[config.mk]
export PLATFORM = sky130hd
export DESIGN_NAME = tmr_unit
export DESIGN_NICKNAME = d
export VERILOG_FILES = /design/src/rtl/tmr_pkg.sv /design/src/rtl/tmr_prescaler.sv /design/src/rtl/tmr_timebase.sv /design/src/rtl/tmr_decrementer.sv /design/src/rtl/tmr_access.sv /design/src/rtl/tmr_unit.sv
export SDC_FILE = /design/constraint.sdc
export NUM_CORES = 1
export LEC_CHECK = 0
export ABC_CLOCK_PERIOD_IN_PS = 3400
export BUFFER_PORTS_ARGS = -buffer_cell sky130_fd_sc_hd__clkbuf_2
export CORE_ASPECT_RATIO = 1.4
export CORE_MARGIN = 1.5
export CORE_UTILIZATION = 40
export CTS_CLUSTER_DIAMETER = 150
export CTS_CLUSTER_SIZE = 30
export DETAILED_ROUTE_END_ITERATION = 8
export SLEW_MARGIN = 20
export SYNTH_ARGS = -nofsm -noshare
export SYNTH_HDL_FRONTEND = slang
export SYNTH_SLANG_ARGS = --single-unit
export TNS_END_PERCENT = 100
[constraint.sdc]
create_clock -name clk -period 3.4 [get_ports clk]
set_input_delay 0.68 -clock clk [delete_from_list [all_inputs] [get_ports clk]]
set_output_delay 0.68 -clock clk [all_outputs]
set_load 0.01 [all_outputs]
[src/rtl/tmr_pkg.sv]
package tmr_pkg;

    typedef enum logic [1:0] {
        ACC_IDLE  = 2'd0,
        ACC_RDONE = 2'd1,
        ACC_WDONE = 2'd2,
        ACC_FAULT = 2'd3
    } acc_state_e;

    typedef enum logic {
        DEC_QUIET = 1'b0,
        DEC_PEND  = 1'b1
    } dec_state_e;

endpackage

[src/rtl/tmr_prescaler.sv]
module tmr_prescaler #(
    parameter int PRE_W = 8
) (
    input  logic             clk,
    input  logic             rst_n,
    input  logic             load,
    input  logic [PRE_W-1:0] value,
    output logic             tick
);
    logic [PRE_W-1:0] div_q;
    logic [PRE_W-1:0] cnt_q;

    assign tick = (cnt_q == div_q);

    always_ff @(posedge clk) begin
        if (!rst_n) begin
            div_q <= '0;
            cnt_q <= '0;
        end else if (load) begin
            div_q <= value;
            cnt_q <= '0;
        end else if (tick) begin
            cnt_q <= '0;
        end else begin
            cnt_q <= cnt_q + 1'b1;
        end
    end
endmodule

[src/rtl/tmr_timebase.sv]
module tmr_timebase #(
    parameter int DATA_W = 32
) (
    input  logic                clk,
    input  logic                rst_n,
    input  logic                tick,
    input  logic                wr_lo,
    input  logic                wr_hi,
    input  logic [DATA_W-1:0]   wdata,
    output logic [2*DATA_W-1:0] tb_q
);
    localparam int TB_W = 2 * DATA_W;

    always_ff @(posedge clk) begin
        if (!rst_n) begin
            tb_q <= '0;
        end else if (wr_lo) begin
            tb_q[DATA_W-1:0] <= wdata;
        end else if (wr_hi) begin
            tb_q[TB_W-1:DATA_W] <= wdata;
        end else if (tick) begin
            tb_q <= tb_q + {{(TB_W-1){1'b0}}, 1'b1};
        end
    end
endmodule

[src/rtl/tmr_decrementer.sv]
module tmr_decrementer
    import tmr_pkg::*;
#(
    parameter int DATA_W = 32
) (
    input  logic              clk,
    input  logic              rst_n,
    input  logic              tick,
    input  logic              wr,
    input  logic [DATA_W-1:0] wdata,
    input  logic              ack,
    output logic [DATA_W-1:0] dec_q,
    output logic              wrap,
    output logic              irq
);
    dec_state_e state_q;
    dec_state_e state_d;

    assign wrap = tick && !wr && (dec_q == '0);

    always_ff @(posedge clk) begin
        if (!rst_n) begin
            dec_q <= '1;
        end else if (wr) begin
            dec_q <= wdata;
        end else if (tick) begin
            dec_q <= dec_q - 1'b1;
        end
    end

    always_comb begin
        state_d = state_q;
        unique case (state_q)
            DEC_QUIET: if (wrap) state_d = DEC_PEND;
            DEC_PEND:  if (ack && !wrap) state_d = DEC_QUIET;
            default:   state_d = DEC_QUIET;
        endcase
    end

    always_ff @(posedge clk) begin
        if (!rst_n) state_q <= DEC_QUIET;
        else        state_q <= state_d;
    end

    always_comb begin
        unique case (state_q)
            DEC_PEND: irq = 1'b1;
            default:  irq = 1'b0;
        endcase
    end
endmodule

[src/rtl/tmr_access.sv]
module tmr_access
    import tmr_pkg::*;
#(
    parameter int NUM_W  = 10,
    parameter int DATA_W = 32,
    parameter logic [NUM_W-1:0] RD_LO = 10'h040,
    parameter logic [NUM_W-1:0] RD_HI = 10'h041,
    parameter logic [NUM_W-1:0] WR_LO = 10'h048,
    parameter logic [NUM_W-1:0] WR_HI = 10'h049,
    parameter logic [NUM_W-1:0] DEC_N = 10'h050
) (
    input  logic                clk,
    input  logic                rst_n,
    input  logic                rd_en,
    input  logic                wr_en,
    input  logic                supervisor,
    input  logic [NUM_W-1:0]    spr_num,
    input  logic [2*DATA_W-1:0] tb_q,
    input  logic [DATA_W-1:0]   dec_q,
    output logic                wr_lo,
    output logic                wr_hi,
    output logic                wr_dec,
    output logic [DATA_W-1:0]   rdata,
    output logic                illegal
);
    acc_state_e        state_q;
    acc_state_e        state_d;
    logic [DATA_W-1:0] sel_val;
    logic              hit_rlo, hit_rhi, hit_wlo, hit_whi, hit_dec;

    assign hit_rlo = (spr_num == RD_LO);
    assign hit_rhi = (spr_num == RD_HI);
    assign hit_wlo = (spr_num == WR_LO);
    assign hit_whi = (spr_num == WR_HI);
    assign hit_dec = (spr_num == DEC_N);

    always_comb begin
        state_d = ACC_IDLE;
        sel_val = '0;
        wr_lo   = 1'b0;
        wr_hi   = 1'b0;
        wr_dec  = 1'b0;
        if (rd_en && wr_en) begin
            state_d = ACC_FAULT;
        end else if (rd_en) begin
            if (hit_rlo) begin
                state_d = ACC_RDONE;
                sel_val = tb_q[DATA_W-1:0];
            end else if (hit_rhi) begin
                state_d = ACC_RDONE;
                sel_val = tb_q[2*DATA_W-1:DATA_W];
            end else if (hit_dec && supervisor) begin
                state_d = ACC_RDONE;
                sel_val = dec_q;
            end else begin
                state_d = ACC_FAULT;
            end
        end else if (wr_en) begin
            if (!supervisor) begin
                state_d = ACC_FAULT;
            end else if (hit_wlo) begin
                state_d = ACC_WDONE;
                wr_lo   = 1'b1;
            end else if (hit_whi) begin
                state_d = ACC_WDONE;
                wr_hi   = 1'b1;
            end else if (hit_dec) begin
                state_d = ACC_WDONE;
                wr_dec  = 1'b1;
            end else begin
                state_d = ACC_FAULT;
            end
        end
    end

    always_ff @(posedge clk) begin
        if (!rst_n) begin
            state_q <= ACC_IDLE;
            rdata   <= '0;
        end else begin
            state_q <= state_d;
            rdata   <= (state_d == ACC_RDONE) ? sel_val : '0;
        end
    end

    always_comb begin
        unique case (state_q)
            ACC_FAULT: illegal = 1'b1;
            default:   illegal = 1'b0;
        endcase
    end
endmodule

[src/rtl/tmr_unit.sv]
module tmr_unit #(
    parameter int NUM_W  = 10,
    parameter int DATA_W = 32,
    parameter int PRE_W  = 8
) (
    input  logic              clk,
    input  logic              rst_n,
    input  logic              rd_en,
    input  logic              wr_en,
    input  logic              supervisor,
    input  logic [NUM_W-1:0]  spr_num,
    input  logic [DATA_W-1:0] wr_data,
    output logic [DATA_W-1:0] rd_data,
    output logic              illegal,
    input  logic              pre_load,
    input  logic [PRE_W-1:0]  pre_value,
    input  logic              dec_ack,
    output logic              dec_irq
);
    localparam int TB_W = 2 * DATA_W;

    logic              tick;
    logic              wr_lo, wr_hi, wr_dec;
    logic              dec_wrap;
    logic [TB_W-1:0]   tb_q;
    logic [DATA_W-1:0] dec_q;

    tmr_prescaler #(.PRE_W(PRE_W)) u_pre (
        .clk   (clk),
        .rst_n (rst_n),
        .load  (pre_load),
        .value (pre_value),
        .tick  (tick)
    );

    tmr_access #(.NUM_W(NUM_W), .DATA_W(DATA_W)) u_acc (
        .clk        (clk),
        .rst_n      (rst_n),
        .rd_en      (rd_en),
        .wr_en      (wr_en),
        .supervisor (supervisor),
        .spr_num    (spr_num),
        .tb_q       (tb_q),
        .dec_q      (dec_q),
        .wr_lo      (wr_lo),
        .wr_hi      (wr_hi),
        .wr_dec     (wr_dec),
        .rdata      (rd_data),
        .illegal    (illegal)
    );

    tmr_timebase #(.DATA_W(DATA_W)) u_tb (
        .clk   (clk),
        .rst_n (rst_n),
        .tick  (tick),
        .wr_lo (wr_lo),
        .wr_hi (wr_hi),
        .wdata (wr_data),
        .tb_q  (tb_q)
    );

    tmr_decrementer #(.DATA_W(DATA_W)) u_dec (
        .clk   (clk),
        .rst_n (rst_n),
        .tick  (tick),
        .wr    (wr_dec),
        .wdata (wr_data),
        .ack   (dec_ack),
        .dec_q (dec_q),
        .wrap  (dec_wrap),
        .irq   (dec_irq)
    );
endmodule

==> results.md <==
* Status: finished, final reports clean
* Comb pwr share at 6.1%
* Met2 Track Usage GR at 43.0%
* Class of the most critical hold timing path: primary input to flop
* Final hold vios at 0
* Finish-stage setup viols at 0
* Synth top area share at 38.1%
* I/O Buffers at 90
* Gr ovfl total at 0
* Skew-Pair Late Insertion Delay at 0.43 ns
* Area contributors post-synth: dfxtp_1 38%, nor2_1 5.4%, xnor2_1 4.9%
* Sw Share at 23.2%
* Max cap viols at 0
* First-pass GRT wire length at 41300 um
* Final #Nets at 1100
* Pwr dens at 432 nW/um^2
* Area leader, netlist: dfxtp_1
* Dpl ws at 0.395 ns
* Synthesized flop and latch total at 147
* Met3 Resource Use GR at 5.42%
* Main synth FF type: dfxtp_1
* Clk_skew at 0.00911 ns
* Root Buffer: clkbuf_16
* Die width at 120 um
* Number of setup buffers added after CTS at 0
* CTS tree: built
* Post-DP HPWL at 18500 um
* Synthesized area per cell at 8.08 sq um
* Initial antenna violation count at 0
* Core ar. at 18800 sq um
* First DRT Iteration DRCs at 897
* CTS Sinks at 147
* F_max at 0.331 GHz
* Initial core utilization at 41.1%
* Diodes inserted at 0
* Worst Path Class, Setup: flop to flop
* Post-cts resize count at 0
* Synth top cells by count: 147 x dfxtp_1, 111 x nor2_1, 67 x clkbuf_1
* Net Count, Synth at 1016
* Ys async rst share at 0%
* Grt met1 use at 32.4%
* Slack of the critical path at 0.381 ns
* CTS clk-pin slew, worst paths at 0.06 ns
* Final Critical Period at 3.02 ns
* Largest fanout on the critical path at 12
* Cts bufs inserted at 17
* Critical Path AT at 3.39 ns
* CP endpoint kind: flop
* Setup TNS at 0 ns
* EDFF count, synth at 0
* Worst path max stage delay at 0.63 ns
* Post-route DRC at 0
* Share of layout cells above drive strength 1 at 19.2%
* Yosys cell types at 68
* Worst slew pin tran at 0.892 ns
* Drt wl/cell at 20.3 um
* Ports at 91
* Lkg Pwr at 3.02 nW
* Post-DRT Antenna Nets at 0
* Largest net degree at the start of global routing at 36
* Worst path slowest cell: or4_4
* Deepest clock path buffer count at 2
* Crit-path cells: or4_4 > or4_4 > or4_4 > or4_1 > and3_1 > o21ai_2
* Hold buffers post-CTS at 0
* NetSw at 0.000914 W
* Die area at 20100 sq um
* Mapped cell area at 7710 sq um
* Post-Route WL at 26300 um
* GR peak layer: met2
* Worst Path Required at 3.77 ns
* Yosys warns at 0
* Clock power frac at 49.4%
* Most frequent CP cell: or4_4
* RSZ-0062 raised after global routing: false
* Detailed-route via count at 7842
* Total GRT Usage at 26.4%
* Fin crit share at 88.8%
* DRT Pass-1 Iters at 8
* Count leader, synth: dfxtp_1
* Mapped Cells at 955
* Vias per inst at 6.06
* CTS H-tree lvls at 4
* Syn-to-layout area delta at 18.6%
* Relative slew slack at 40.3%
* Sequential Power Share at 44.5%
* Slew Limit Fails at 0
* Peak supply drop at 0.338 mV
* Routability Congestion at 0.929
* Std cell rows at 59
* Cell Int Power at 0.00303 W
* Crit start category: flop
* Number of global-route vias before repair at 7465
* Die Span Y at 167 um
* Register area share after synthesis at 38.1%
## through the flow
step / total power, W / cell area, sq um / instances / util [%] / hold WS (ns)
global route: 0.00407 / 9150 / 1295 / 48.8 / 0.480
finish: 0.00395 / 9150 / 1295 / 48.8 / 0.479
CTS: 0.00398 / 9150 / 1295 / 48.8 / 0.469
floorplan: 0.00191 / 7710 / 955 / - / 0.447
global placement: 0.00203 / 8540 / 1264 / 45.6 / 0.476
detailed placement: 0.00203 / 8540 / 1264 / 45.6 / 0.485
## critical path: cells and delay by family, from the launching register on
kind | cells | cell delay (ns)
compound gates | 1 | 0.09
flops | 1 | 0.38
simple gates | 5 | 2.47
## power by group through the flow
stage / sequential [W] / combinational [W] / clock (W)
3_5_place_dp: 0.00180 / 0.000236 / 0
3_3_place_gp: 0.00180 / 0.000236 / 0
5_1_grt: 0.00176 / 0.000260 / 0.00206
6_report: 0.00176 / 0.000241 / 0.00195
2_1_floorplan: 0.00179 / 0.000121 / 0
4_1_cts: 0.00176 / 0.000238 / 0.00199
## layout make-up
class                      instances  area [sq um]
clock buffer                      24           482
clock inverter                     7           124
fill                            1872          9600
inverter                          15          56.3
multi-input combinational        721          4430
sequential                       147          2940
tap                              244           305
timing repair buffer             137           803
## metal layers
| layer | routed length [um] | vias up |
|---|---|---|
| li1 | - | 3757 |
| met1 | 10700 | 3659 |
| met2 | 12600 | 341 |
| met3 | 1770 | 85 |
| met4 | 1210 | 0 |
| met5 | 0 | - |
## logic make-up after synthesis
| group | Yosys count | synth area share (%) |
|---|---|---|
| AO/OA/AOI/OAI | 251 | 21.9 |
| buffers and inverters | 87 | 4.62 |
| AND/OR/NAND/NOR | 400 | 27.0 |
| flip-flops | 147 | 38.1 |
| adder cells (fa/ha/maj) | 4 | 0.649 |
| multiplexers | 9 | 1.17 |
| XOR/XNOR | 57 | 6.47 |
## cell usage in the layout, fill, tap and decap left out, types with 4 or more instances in the layout
cell type / netlist / layout
clkbuf_16: 0 / 17
or2_2: 8 / 8
nor3_1: 49 / 49
or4_1: 12 / 12
nand3_1: 31 / 31
a31oi_1: 19 / 19
o31ai_1: 7 / 7
nor4_1: 40 / 39
mux2i_1: 9 / 9
nand2_1: 64 / 63
clkbuf_2: 0 / 90
inv_1: 14 / 14
or3_1: 13 / 13
nor2_1: 111 / 108
and2_1: 10 / 10
nand4_1: 23 / 23
ha_1: 4 / 4
o21ai_0: 66 / 65
a222oi_1: 32 / 32
nor4_2: 3 / 4
xnor2_1: 43 / 43
dfxtp_1: 147 / 147
buf_4: 0 / 47
o21a_1: 13 / 13
o211ai_1: 13 / 13
and3_1: 6 / 6
xor2_1: 14 / 14
clkbuf_1: 67 / 4
a21oi_1: 57 / 57
## registers in the layout (all words and copies together) (netlist names)
name,cells
u_pre.cnt_q,8
u_dec.state_q,1
u_pre.div_q,8
u_dec.dec_q,32
u_acc.state_q,2
u_acc.rdata,32
u_tb.tb_q,64
## final timing paths
check             cells after the start  slack, ns         endpoint      startpoint
setup reg to reg                      6       0.38  u_dec.dec_q[26]  u_dec.dec_q[8]
hold / removal                        3       0.48   u_pre.div_q[5]    pre_value[5]
setup / recovery                      6       0.38  u_dec.dec_q[26]  u_dec.dec_q[8]
hold reg to reg                       2       0.49    u_dec.state_q   u_dec.state_q
No activity file was read; power rests on OpenSTA's default activity.
